File: config.mk
export PLATFORM = sky130hd
export DESIGN_NAME = ddc_tunable
export DESIGN_NICKNAME = d
export VERILOG_FILES = /design/src/rtl/ddc_pkg.sv /design/src/rtl/ddc_nco.sv /design/src/rtl/ddc_mixer.sv /design/src/rtl/ddc_cic.sv /design/src/rtl/ddc_tunable.sv
export SDC_FILE = /design/constraint.sdc
export NUM_CORES = 2
export LEC_CHECK = 0
export BUFFER_PORTS_ARGS = -buffer_cell sky130_fd_sc_hd__buf_2
export CAP_MARGIN = 10
export CORE_AREA = 2 2 496 498
export DETAILED_ROUTE_END_ITERATION = 12
export DIE_AREA = 0 0 498 500
export HOLD_SLACK_MARGIN = 0.1
export SLEW_MARGIN = 10
export SYNTH_ARGS = -nofsm -noshare
export SYNTH_HDL_FRONTEND = slang
export SYNTH_SLANG_ARGS = --single-unit
File: constraint.sdc
create_clock -name clk -period 33.3 [get_ports clk]
set_input_delay 3.33 -clock clk [delete_from_list [all_inputs] [get_ports clk]]
set_output_delay 3.33 -clock clk [all_outputs]
set_load 0.02 [all_outputs]
File: src/rtl/ddc_pkg.sv
package ddc_pkg;

    localparam int SAMPLE_BITS    = 8;
    localparam int PHASE_BITS     = 30;
    localparam int LUT_ADDR_BITS  = 10;
    localparam int COEF_BITS      = 8;
    localparam int MIX_BITS       = 16;
    localparam int CIC_STAGES     = 4;
    localparam int BASE_RATIO_LOG = 6;
    localparam int CODE_TOP       = 6;
    localparam int OUT_BITS       = 16;

    typedef enum logic [1:0] {
        ST_IDLE  = 2'd0,
        ST_PRIME = 2'd1,
        ST_RUN   = 2'd2
    } ddc_state_t;

    typedef struct packed {
        logic [PHASE_BITS-1:0] tune;
        logic [2:0]            bw;
        logic                  lsb;
    } ddc_cfg_t;

    // Rational sine approximation on a quarter wave, evaluated at elaboration.
    function automatic int quarter_sine(input int j, input int half_n, input int amp);
        longint num;
        longint den;
        num = longint'(amp) * 16 * longint'(j) * longint'(half_n - j);
        den = 5 * longint'(half_n) * longint'(half_n) - 4 * longint'(j) * longint'(half_n - j);
        return int'((num + den / 2) / den);
    endfunction

endpackage

File: src/rtl/ddc_nco.sv
module ddc_nco
    import ddc_pkg::*;
#(
    parameter int PHASE_W = PHASE_BITS,
    parameter int ADDR_W  = LUT_ADDR_BITS,
    parameter int COEF_W  = COEF_BITS
) (
    input  logic                     clk,
    input  logic                     rst_n,
    input  logic                     step_en,
    input  logic [PHASE_W-1:0]       tune,
    output logic signed [COEF_W-1:0] sin_o,
    output logic signed [COEF_W-1:0] cos_o
);
    localparam int QTR = 2 ** (ADDR_W - 2);
    localparam int AMP = 2 ** (COEF_W - 1) - 1;

    logic [PHASE_W-1:0] phase;
    logic [COEF_W-1:0]  qtab [QTR+1];
    logic [ADDR_W-1:0]  sin_idx;
    logic [ADDR_W-1:0]  cos_idx;

    for (genvar j = 0; j <= QTR; j++) begin : g_qtab
        assign qtab[j] = COEF_W'(quarter_sine(j, 2 * QTR, AMP));
    end

    function automatic logic signed [COEF_W-1:0] look(input logic [ADDR_W-1:0] idx);
        logic [ADDR_W-2:0]        j;
        logic signed [COEF_W-1:0] mag;
        j   = idx[ADDR_W-2] ? ((ADDR_W-1)'(QTR) - {1'b0, idx[ADDR_W-3:0]})
                            : {1'b0, idx[ADDR_W-3:0]};
        mag = signed'(qtab[j]);
        return idx[ADDR_W-1] ? -mag : mag;
    endfunction

    assign sin_idx = phase[PHASE_W-1 -: ADDR_W];
    assign cos_idx = sin_idx + ADDR_W'(QTR);

    always_comb begin
        sin_o = look(sin_idx);
        cos_o = look(cos_idx);
    end

    always_ff @(posedge clk or negedge rst_n) begin
        if (!rst_n) begin
            phase <= '0;
        end else if (step_en) begin
            phase <= phase + tune;
        end
    end

    // the accumulator moves only on accepted samples
    a_r2_phase_hold: assert property (@(posedge clk) disable iff (!rst_n)
        !step_en |=> $stable(phase));

endmodule

File: src/rtl/ddc_mixer.sv
module ddc_mixer
    import ddc_pkg::*;
#(
    parameter int SAMPLE_W = SAMPLE_BITS,
    parameter int COEF_W   = COEF_BITS,
    parameter int MIX_W    = MIX_BITS
) (
    input  logic                       clk,
    input  logic                       rst_n,
    input  logic signed [SAMPLE_W-1:0] x,
    input  logic signed [COEF_W-1:0]   cos_c,
    input  logic signed [COEF_W-1:0]   sin_c,
    output logic signed [MIX_W-1:0]    mix_i,
    output logic signed [MIX_W-1:0]    mix_q
);
    localparam int AMP = 2 ** (COEF_W - 1) - 1;
    localparam int LIM = (2 ** (SAMPLE_W - 1)) * AMP;

    // Product built from shifted copies of x picked by coefficient magnitude bits.
    function automatic logic signed [MIX_W-1:0] lut_prod(
        input logic signed [SAMPLE_W-1:0] xs,
        input logic signed [COEF_W-1:0]   c
    );
        logic [COEF_W-1:0]       mag;
        logic signed [MIX_W-1:0] xe;
        logic signed [MIX_W-1:0] acc;
        mag = c[COEF_W-1] ? unsigned'(-c) : unsigned'(c);
        xe  = MIX_W'(xs);
        acc = '0;
        for (int b = 0; b < COEF_W - 1; b++) begin
            if (mag[b]) acc = acc + (xe <<< b);
        end
        return c[COEF_W-1] ? -acc : acc;
    endfunction

    always_comb begin
        mix_i = lut_prod(x, cos_c);
        mix_q = -lut_prod(x, sin_c);
    end

    // products stay inside the range of an 8-bit sample times 127
    always_ff @(posedge clk) begin
        if (rst_n) begin
            a_r4_product_range: assert (mix_i <= LIM && mix_i >= -LIM &&
                                        mix_q <= LIM && mix_q >= -LIM);
        end
    end

endmodule

File: src/rtl/ddc_cic.sv
module ddc_cic
    import ddc_pkg::*;
#(
    parameter int IN_W      = MIX_BITS,
    parameter int STAGES    = CIC_STAGES,
    parameter int BASE_LOG2 = BASE_RATIO_LOG,
    parameter int CODE_MAX  = CODE_TOP,
    parameter int OUT_W     = OUT_BITS
) (
    input  logic                    clk,
    input  logic                    rst_n,
    input  logic                    en,
    input  logic                    dump,
    input  logic                    flush,
    input  logic [2:0]              code,
    input  logic signed [IN_W-1:0]  din,
    output logic signed [OUT_W-1:0] dout
);
    localparam int ACC_W = IN_W + STAGES * (BASE_LOG2 + CODE_MAX);

    logic signed [ACC_W-1:0] integ    [STAGES];
    logic signed [ACC_W-1:0] integ_nx [STAGES];
    logic signed [ACC_W-1:0] dly      [STAGES];
    logic signed [ACC_W-1:0] comb     [STAGES+1];
    logic [7:0]              shift;
    logic signed [ACC_W-1:0] half;
    logic signed [ACC_W-1:0] summed;
    logic signed [ACC_W-1:0] scaled;

    always_comb begin
        integ_nx[0] = integ[0] + ACC_W'(din);
        for (int k = 1; k < STAGES; k++) begin
            integ_nx[k] = integ[k] + integ_nx[k-1];
        end
        comb[0] = integ_nx[STAGES-1];
        for (int k = 0; k < STAGES; k++) begin
            comb[k+1] = comb[k] - dly[k];
        end
        shift  = 8'(STAGES * (BASE_LOG2 + int'(code)));
        half   = ACC_W'(1) << (shift - 8'd1);
        summed = comb[STAGES] + half;
        scaled = summed >>> shift;
    end

    assign dout = scaled[OUT_W-1:0];

    always_ff @(posedge clk or negedge rst_n) begin
        if (!rst_n) begin
            for (int k = 0; k < STAGES; k++) begin
                integ[k] <= '0;
                dly[k]   <= '0;
            end
        end else if (en) begin
            if (flush) begin
                for (int k = 0; k < STAGES; k++) begin
                    integ[k] <= '0;
                    dly[k]   <= '0;
                end
            end else begin
                for (int k = 0; k < STAGES; k++) begin
                    integ[k] <= integ_nx[k];
                end
                if (dump) begin
                    for (int k = 0; k < STAGES; k++) begin
                        dly[k] <= comb[k];
                    end
                end
            end
        end
    end

    // the rounded result at a boundary fits the output width
    always_ff @(posedge clk) begin
        if (rst_n && en && dump) begin
            a_r5_round_fits: assert (scaled >= -(2 ** (OUT_W - 1)) &&
                                     scaled <= (2 ** (OUT_W - 1)) - 1);
        end
    end

endmodule

File: src/rtl/ddc_tunable.sv
module ddc_tunable
    import ddc_pkg::*;
#(
    parameter int SAMPLE_W   = SAMPLE_BITS,
    parameter int LUT_ADDR_W = LUT_ADDR_BITS,
    parameter int COEF_W     = COEF_BITS,
    parameter int MIX_W      = MIX_BITS,
    parameter int STAGES     = CIC_STAGES,
    parameter int BASE_LOG2  = BASE_RATIO_LOG,
    parameter int CODE_MAX   = CODE_TOP,
    parameter int OUT_W      = OUT_BITS
) (
    input  logic                       clk,
    input  logic                       rst_n,
    input  logic                       in_valid,
    input  logic signed [SAMPLE_W-1:0] in_data,
    input  logic                       cfg_we,
    input  logic [1:0]                 cfg_addr,
    input  logic [31:0]                cfg_wdata,
    output logic                       out_valid,
    output logic signed [OUT_W-1:0]    out_i,
    output logic signed [OUT_W-1:0]    out_q
);
    localparam int CNT_W   = BASE_LOG2 + CODE_MAX;
    localparam int PHASE_W = PHASE_BITS;

    ddc_state_t state, state_nx;
    ddc_cfg_t   pend, act;

    logic [CNT_W-1:0]        dec_cnt;
    logic [CNT_W-1:0]        ratio_m1;
    logic [1:0]              prime_cnt;
    logic                    boundary;
    logic                    bw_change;
    logic [2:0]              bw_req;
    logic signed [COEF_W-1:0] sin_c, cos_c;
    logic signed [MIX_W-1:0]  mix  [2];
    logic signed [OUT_W-1:0]  cicq [2];

    assign ratio_m1  = (CNT_W'(1) << (BASE_LOG2 + int'(act.bw))) - CNT_W'(1);
    assign boundary  = in_valid && (dec_cnt == ratio_m1);
    assign bw_change = boundary && (pend.bw != act.bw);
    assign bw_req    = (cfg_wdata[2:0] > 3'(CODE_MAX)) ? 3'(CODE_MAX) : cfg_wdata[2:0];

    ddc_nco #(.PHASE_W(PHASE_W), .ADDR_W(LUT_ADDR_W), .COEF_W(COEF_W)) u_nco (
        .clk(clk), .rst_n(rst_n), .step_en(in_valid), .tune(act.tune),
        .sin_o(sin_c), .cos_o(cos_c)
    );

    ddc_mixer #(.SAMPLE_W(SAMPLE_W), .COEF_W(COEF_W), .MIX_W(MIX_W)) u_mix (
        .clk(clk), .rst_n(rst_n), .x(in_data), .cos_c(cos_c), .sin_c(sin_c),
        .mix_i(mix[0]), .mix_q(mix[1])
    );

    for (genvar p = 0; p < 2; p++) begin : g_path
        ddc_cic #(
            .IN_W(MIX_W), .STAGES(STAGES), .BASE_LOG2(BASE_LOG2),
            .CODE_MAX(CODE_MAX), .OUT_W(OUT_W)
        ) u_cic (
            .clk(clk), .rst_n(rst_n), .en(in_valid), .dump(boundary),
            .flush(bw_change), .code(act.bw), .din(mix[p]), .dout(cicq[p])
        );
    end

    // Next-state decision
    always_comb begin
        state_nx = state;
        unique case (state)
            ST_IDLE:  if (in_valid) state_nx = ST_PRIME;
            ST_PRIME: if (boundary && !bw_change && prime_cnt == 2'd3) state_nx = ST_RUN;
            ST_RUN:   if (bw_change) state_nx = ST_PRIME;
            default:  state_nx = ST_IDLE;
        endcase
    end

    // State register
    always_ff @(posedge clk or negedge rst_n) begin
        if (!rst_n) state <= ST_IDLE;
        else        state <= state_nx;
    end

    // Outputs
    always_ff @(posedge clk or negedge rst_n) begin
        if (!rst_n) begin
            out_valid <= 1'b0;
            out_i     <= '0;
            out_q     <= '0;
        end else begin
            out_valid <= boundary && (state == ST_RUN);
            if (boundary && state == ST_RUN) begin
                out_i <= cicq[0];
                out_q <= act.lsb ? -cicq[1] : cicq[1];
            end
        end
    end

    // Settings, block counter and priming counter
    always_ff @(posedge clk or negedge rst_n) begin
        if (!rst_n) begin
            pend      <= '0;
            act       <= '0;
            dec_cnt   <= '0;
            prime_cnt <= '0;
        end else begin
            if (cfg_we) begin
                unique case (cfg_addr)
                    2'd0:    pend.tune <= cfg_wdata[PHASE_W-1:0];
                    2'd1:    pend.bw   <= bw_req;
                    2'd2:    pend.lsb  <= cfg_wdata[0];
                    default: ;
                endcase
            end
            if (state == ST_IDLE || boundary) act <= pend;
            if (in_valid) dec_cnt <= boundary ? '0 : dec_cnt + CNT_W'(1);
            if (state == ST_IDLE || bw_change) prime_cnt <= '0;
            else if (boundary && state == ST_PRIME) prime_cnt <= prime_cnt + 2'd1;
        end
    end

    // output strobe is a lone pulse
    a_r6_single_pulse: assert property (@(posedge clk) disable iff (!rst_n)
        out_valid |=> !out_valid);

    // a strobe always follows an accepted sample
    a_r6_after_sample: assert property (@(posedge clk) disable iff (!rst_n)
        out_valid |-> $past(in_valid));

    // nothing is emitted unless the controller was running
    a_r9_quiet_priming: assert property (@(posedge clk) disable iff (!rst_n)
        out_valid |-> $past(state) == ST_RUN);

    // active settings only move at a boundary once samples flow
    a_r8_cfg_hold: assert property (@(posedge clk) disable iff (!rst_n)
        (state != ST_IDLE && !boundary) |=> $stable(act));

endmodule

Word level (Yosys, flattened, before mapping)
Memories as Yosys holds them, arrays and structs flattened.
Cells that the tools add are included.
Widths: inputs -> output; s select.

storage, ports and cells
  ROM bits = 8192
  output and inout port bits = 33
  bits in registers = 1171
  bits in latches = 0
  memories kept = 2
  memory bits (writable) = 0

memories
  name             words  width  rd ports  clocked after memory_dff  wr ports  line           RTL
  (no name shown)  512    8      1         0                         0         ddc_nco.sv:32  mag = signed'(qtab[j]);
  (no name shown)  512    8      1         0                         0         ddc_nco.sv:32

operators by class
  order comparisons = 3
  bitwise gates (word level) = 2
  $mul = 0
  reductions and logical operators = 18
  divide/modulo/power cells = 0
  mux-type cells = 41
  shifts and indexed selects = 4
  equality and inequality tests = 10
  $add $sub $neg = 47

operators with widths
  kind                   number
  $mux 256               6
  $add 64x64->64         8
  $sub 64x64->64         8
  $mux 16                17
  $add 64x16->64         2
  $sshr 64x8->16         2
  $neg 16->16            4
  $shl 1x8->64 const A   1
  $mux 8                 6
  $add 16x10->16         2
  $add 16x11->16         2
  $add 16x12->16         2
  $add 16x13->16         2
  $add 16x14->16         2
  $add 16x9->16          2
  $shl 1x32->12 const A  1
  $add 30x30->30         1
  $ge 10x10->1 const B   2
  $not 9->10             2
  $mux 9                 2
  $sub 9x8->9 const A    2
  $neg 8->8              2
  $mux 7                 2
  $neg 7->7              2
  other kinds (23)       43

Logic depth before layout (Yosys ltp)
  depth after elaboration = 38
  mapped depth = 159
  gate-level depth less buffers = 154

By module
A second synthesis with hierarchy kept.

second synthesis, totals
  cell total of the unflattened synthesis = 13763
  area total of the unflattened synthesis = 117831.8 sq um

by module, submodules not included
  module                      times used  area an instance (sq um)  sequential area each (sq um)  cells an instance
  ddc_cic at g_path[1].u_cic  1           48554.1                   12812.3                       5633
  ddc_cic at g_path[0].u_cic  1           48346.4                   12812.3                       5550
  ddc_mixer                   1           8973.6                    0.0                           1303
  ddc_nco                     1           6626.4                    750.7                         884
  ddc_tunable                 1           5331.4                    2927.8                        393

Least setup slack after synthesis
Ideal clock, no wire load.

  path type = reg-to-reg
  start = reg u_nco.phase[20]
  end = reg out_q[15]
  clock period less this slack = 29281 ps
  required time = 33169 ps
  buffers on the path = 6
  data arrival time = 29150 ps
  stages on the path, launching flop included = 144
  setup slack = 4019 ps
  setup time = 131 ps
  cell sequence = dfrtp_1 -> buf_2 -> buf_2 -> inv_1 -> ha_1 -> nand2_1 -> a21boi_2 -> inv_2 -> ha_1 -> clkbuf_1 -> o21ai_0 -> a2111oi_1 -> nor3_1 -> nor4_1 -> o32ai_1 -> or2_1 -> buf_4 -> inv_2 -> (+108 left out) -> fa_1 -> ha_1 -> a21oi_1 -> nor2b_1 -> o21ai_0 -> nand2b_1 -> a21o_1 -> a21oi_1 -> xnor2_1 -> xnor3_1 -> nand2_1 -> mux2_4 -> a21oi_4 -> o211ai_2 -> or4_4 -> o41a_1 -> xnor2_1 -> o21ai_1

between the ends
  longest elaborated chain between the ends = 38

RTL lines
  element                                         line               RTL
  start, declared                                 ddc_nco.sv:18      logic [PHASE_W-1:0] phase;
  start signal, assigned                          ddc_nco.sv:48      phase <= phase + tune;
  $sub 9x8->9                                     ddc_nco.sv:30      j = idx[ADDR_W-2] ? ((ADDR_W-1)'(QTR) - {1'b0, idx[ADDR_W-3:0]})
  $mux 9 (*)                                      ddc_nco.sv:30
  $not 9->10 (implied by the code) (*)            ddc_nco.sv:32
  $mem_v2 512x8 (*)                               -
  $mux 8 (implied by the code) (*) (2 in series)  ddc_nco.sv:32
  $neg 8->8                                       ddc_nco.sv:33      return idx[ADDR_W-1] ? -mag : mag;
  $mux 8 (*)                                      ddc_nco.sv:33
  $neg 7->7                                       ddc_mixer.sv:27    mag = c[COEF_W-1] ? unsigned'(-c) : unsigned'(c);
  (+16 left out)                                  -
  $neg 16->16 (*)                                 ddc_mixer.sv:38    mix_q = -lut_prod(x, sin_c);
  $add 64x16->64 (*)                              ddc_cic.sv:31      integ_nx[0] = integ[0] + ACC_W'(din);
  $add 64x64->64 (*) (3 in series)                ddc_cic.sv:33      integ_nx[k] = integ[k] + integ_nx[k-1];
  $sub 64x64->64 (*) (4 in series)                ddc_cic.sv:37      comb[k+1] = comb[k] - dly[k];
  $add 64x64->64 (*)                              ddc_cic.sv:41      summed = comb[STAGES] + half;
  $sshr 64x8->16 (*)                              ddc_cic.sv:42      scaled = summed >>> shift;
  $neg 16->16                                     ddc_tunable.sv:92  out_q <= act.lsb ? -cicq[1] : cicq[1];
  $mux 16 (*)                                     ddc_tunable.sv:92
  end signal, assigned                            ddc_tunable.sv:92
  end, declared                                   ddc_tunable.sv:22  output logic signed [OUT_W-1:0] out_q

Mark *: on every way between the ends. The rest lies on a longest branch, timed or not. The select of a mux whose other input is x is not followed.
A chain may end at the register's enable or synchronous reset.

Worst setup path after layout
  start = reg u_nco.phase[20]
  end = reg out_i[6]

between the ends
  longest elaborated chain between the ends = 36

RTL lines
  element                                     line               RTL
  $add 10x9->10 (*)                           ddc_nco.sv:37      assign cos_idx = sin_idx + ADDR_W'(QTR);
  $sub 9x8->9                                 ddc_nco.sv:30
  $mux 9                                      ddc_nco.sv:30
  $not 9->10 (implied by the code)            ddc_nco.sv:32
  $mem_v2 512x8                               -
  $mux 8 (implied by the code) (2 in series)  ddc_nco.sv:32
  $neg 8->8                                   ddc_nco.sv:33
  $mux 8 (*)                                  ddc_nco.sv:33
  (+14 left out)                              -
  $mux 16                                     ddc_mixer.sv:31    if (mag[b]) acc = acc + (xe <<< b);
  $neg 16->16                                 ddc_mixer.sv:33    return c[COEF_W-1] ? -acc : acc;
  $mux 16 (*)                                 ddc_mixer.sv:33
  $add 64x16->64 (*)                          ddc_cic.sv:31
  $add 64x64->64 (*) (3 in series)            ddc_cic.sv:33
  $sub 64x64->64 (*) (4 in series)            ddc_cic.sv:37
  $add 64x64->64 (*)                          ddc_cic.sv:41
  $sshr 64x8->16 (*)                          ddc_cic.sv:42
  end signal, assigned                        ddc_tunable.sv:91  out_i <= cicq[0];
  end, declared                               ddc_tunable.sv:21  output logic signed [OUT_W-1:0] out_i,

Marks and branches as above.

==> impl_metrics.py <==
metrics = {
    "status": {
        "status": "finished clean",
    },
    "setup_path": {
        "timing.rr.start": "u_nco.phase[20]",
        "crit_start": "u_nco.phase[20]",
        "path_class": "reg2reg",
        "max_stage_delay_ns": 0.80,
        "crit_fanout": 26,
        "crit_path_start_kind": "flop",
        "reg2reg_depth": 132,
        "crit_top_cell": "ha_1",
        "crit_path_end": "out_i[6]",
        "crit_required_ns": 33.97,
        "end_kind": "flop",
        "r2r_slack_ns": 2.13,
        "r2r_end": "out_i[6]",
        "cp.arrival_ns": 31.84,
        "worst_path_max_delay_cell": "a311oi_1",
    },
    "logic_synthesis": {
        "synth_simple_gate_area_share_pct": 12.64,
        "ys_ff_latch": 1171,
        "synth_fa_ha_area_share_pct": 16.06,
        "synth_edf_count": 0,
        "synth_xor_area_share_pct": 9.445,
        "synth_cell_types": 128,
        "async_flop_share_pct": 100.0,
        "yosysTopAreaCellShare_pct": 26.85,
        "avgSynthCellArea_um2": 8.630,
        "syn_nets": 14060,
        "synthMuxAreaShare_pct": 2.231,
        "yosysWarnings": 0,
        "seq_area_frac_synth_pct": 26.85,
        "syn_area_um2": 109100,
        "synth.top_cells.by_area": "dfrtp_1 27%, ha_1 15%, a22o_1 6.8%",
        "synth_top_family_by_area": "compound AO/OA/AOI/OAI gates",
        "synthFlopType": "dfrtp_1",
        "syn_inst": 12650,
        "synth_largest_area_cell": "dfrtp_1",
        "synth-compound-area-share_pct": 27.55,
    },
    "clock_network": {
        "insertion_delay_ns": 0.83,
        "clk_pin_slew_ns": 0.06,
        "clock_path_buffers": 3,
        "cts_max_level": 4,
        "numCtsBuffers": 150,
        "root_buffer": "clkbuf_16",
        "cts_hold_repair.buffers": 0,
        "cts.sinks": 1171,
        "cts_tree": "done",
    },
    "routing": {
        "detail-route-antenna-nets": 0,
        "route.detailed.drc": 0,
        "avgRoutedWirePerCell_um": 18.11,
        "drt_pass1_iterations": 6,
        "vias": 93500,
        "drt-vias-per-instance": 5.796,
        "drtIter0Drc": 6212,
        "wl_mm": 292.2,
    },
    "global_routing": {
        "grt_overflow": 0,
        "grt_pass1_vias": 92230,
        "grt_pass1_wl_mm": 480.8,
        "grt.total_usage_pct": 22.91,
        "antenna_found_initial": 9,
        "grt_max_degree": 190,
    },
    "sta": {
        "timing_hold_violations_final": 0,
        "maxSlewHeadroom_pct": 18.99,
        "finalSetupViolCount": 0,
        "fin_crit_sh_pct": 93.59,
        "finClkSkew_ns": 0.03404,
        "finalMaxSlewViolations": 0,
        "worstMarginPinSlew_ns": 1.206,
        "fin_hold_ws_ns": 0.4627,
        "period_needed_ns": 31.17,
        "fmax_mhz": 32.09,
    },
    "place": {
        "gp_congestion": 0.8821,
        "dpl_cell_area_um2": 114500,
        "port_buffers": 76,
        "dpl.hpwl_mm": 214.9,
    },
    "die": {
        "die_area_um2": 249000,
        "coreArea_um2": 244300,
        "die_w_um": 498,
        "die_y_um": 500,
        "io-pin-count": 79,
        "row_count": 182,
        "start_util_pct": 44.66,
    },
    "job": {
        "maxCapViolations": 0,
    },
    "cells_and_area": {
        "fin_nets": 14200,
        "fin_area_um2": 119800,
        "drive_above_1_share_pct": 7.535,
        "area_delta_synth_final_pct": 9.823,
    },
    "hold_path": {
        "hold_path.class": "reg2reg",
    },
}
## through the flow
step | utilization (%) | instances | TNS (ns) | setup slack, ns
final | 49.05 | 16130 | 0 | 2.133
after global routing | 49.05 | 16130 | -0.003286 | -0.003286
after CTS | 49.00 | 16120 | 0 | 1.352
after detailed placement | 46.88 | 15850 | 0 | 1.515
after global placement | 46.88 | 15850 | 0 | 1.969
after floorplan | - | 12650 | 0 | 4.019
## cell families (layout without fill, tap and decap cells)
kind of cell / Yosys count / after routing
AOI/OAI and AO/OA: 4363 / 4363
xor gates and xnor gates: 1161 / 1161
adders and majority gates: 1365 / 1365
buffers and inverters: 1481 / 1736
DFF: 1171 / 1171
muxes: 219 / 219
other: 0 / 11
and+or+nand+nor: 2885 / 2885
## flip-flops by register name (all words and copies together) (netlist names)
signal,cells
act,34
dec_cnt,12
g_path.u_cic.dly,512
g_path.u_cic.integ,512
out_i,16
out_q,16
out_valid,1
pend,34
prime_cnt,2
state,2
u_nco.phase,30
## cell type report
type | count | area (um2)
Antenna cell | 11 | 27.53
Clock buffer | 217 | 4358
Clock inverter | 51 | 827.0
Fill cell | 23020 | 124500
Inverter | 1049 | 3949
Multi-Input combinational cell | 9993 | 74270
Sequential cell | 1171 | 29320
Tap cell | 3220 | 4029
Timing Repair Buffer | 419 | 3073
## per-layer routing
metal / up-vias / wire length, um / part of all wire, % / track usage, %
met5: - / 0 / 0 / 0
li1: 46300 / - / - / -
met4: 0 / 9501 / 3.3 / 7.661
met2: 1634 / 138800 / 48 / 39.10
met1: 45120 / 134200 / 46 / 30.25
met3: 444 / 9606 / 3.3 / 2.310
## what timing repair did
item	4_1_cts	5_1_grt
hold endpoints to repair	0	0
gates resized for setup	0	16
endpoints found under the setup margin	0	31
setup buffers	0	3
## worst max-delay path: cells and delay by family (launching register included)
family	cells	cell delay [ns]
multiplexers	3	1.07
buffers and inverters	10	1.40
AND/OR/NAND/NOR	28	5.46
flip-flops	1	0.32
XOR/XNOR	10	2.16
adder cells (fa/ha/maj)	23	7.60
AO/OA/AOI/OAI	58	12.92
## synthesized netlist by cell type, types with 77 or more instances
cell      instances
mux2_2          106
and2_1          102
dfrtp_1        1171
nand2b_1        170
o21a_1          130
nor2b_1         137
a21o_1          436
nand2_1         877
xnor2_1         810
o21ai_0         745
o21bai_1        183
a31oi_1         113
a211oi_1        103
o31ai_1          96
a21oi_1        1011
nor3_1          224
inv_1          1035
clkbuf_1        347
o211ai_1         77
ha_1           1306
a22o_1          843
mux2i_1         103
and3_1          117
nand3_1         228
nor2_1          707
xor2_1          339
## how the worst min path moves through the flow
stage	start	cells after the start	end
after global placement	out_i[1]	2	out_i[1]
after CTS	out_i[12]	2	out_i[12]
after detailed placement	out_i[12]	2	out_i[12]
after global routing	g_path[0].u_cic.dly[240]	2	g_path[0].u_cic.dly[240]
final	out_i[12]	2	out_i[12]
after floorplan	pend[0]	2	act[0]
## placed cells by master (no fill, tap or decap), types with 96 or more instances in the layout
master     instances
mux2i_1          103
nand2_1          876
mux2_2           106
xnor2_1          807
buf_4            336
ha_1            1302
nand2b_1         169
o21ai_0          743
inv_1           1033
xor2_1           338
o31ai_1           96
a211oi_1         103
nor2_1           704
a21o_1           436
a31oi_1          113
clkbuf_16        152
nor2b_1          137
o21a_1           130
a21oi_1         1011
nor3_1           223
o21bai_1         183
and2_1           102
dfrtp_1         1167
and3_1           116
nand3_1          226
a22o_1           843
Power is not shown: default switching activity piles up to over one toggle a cycle in this logic, so the estimate is an artifact.
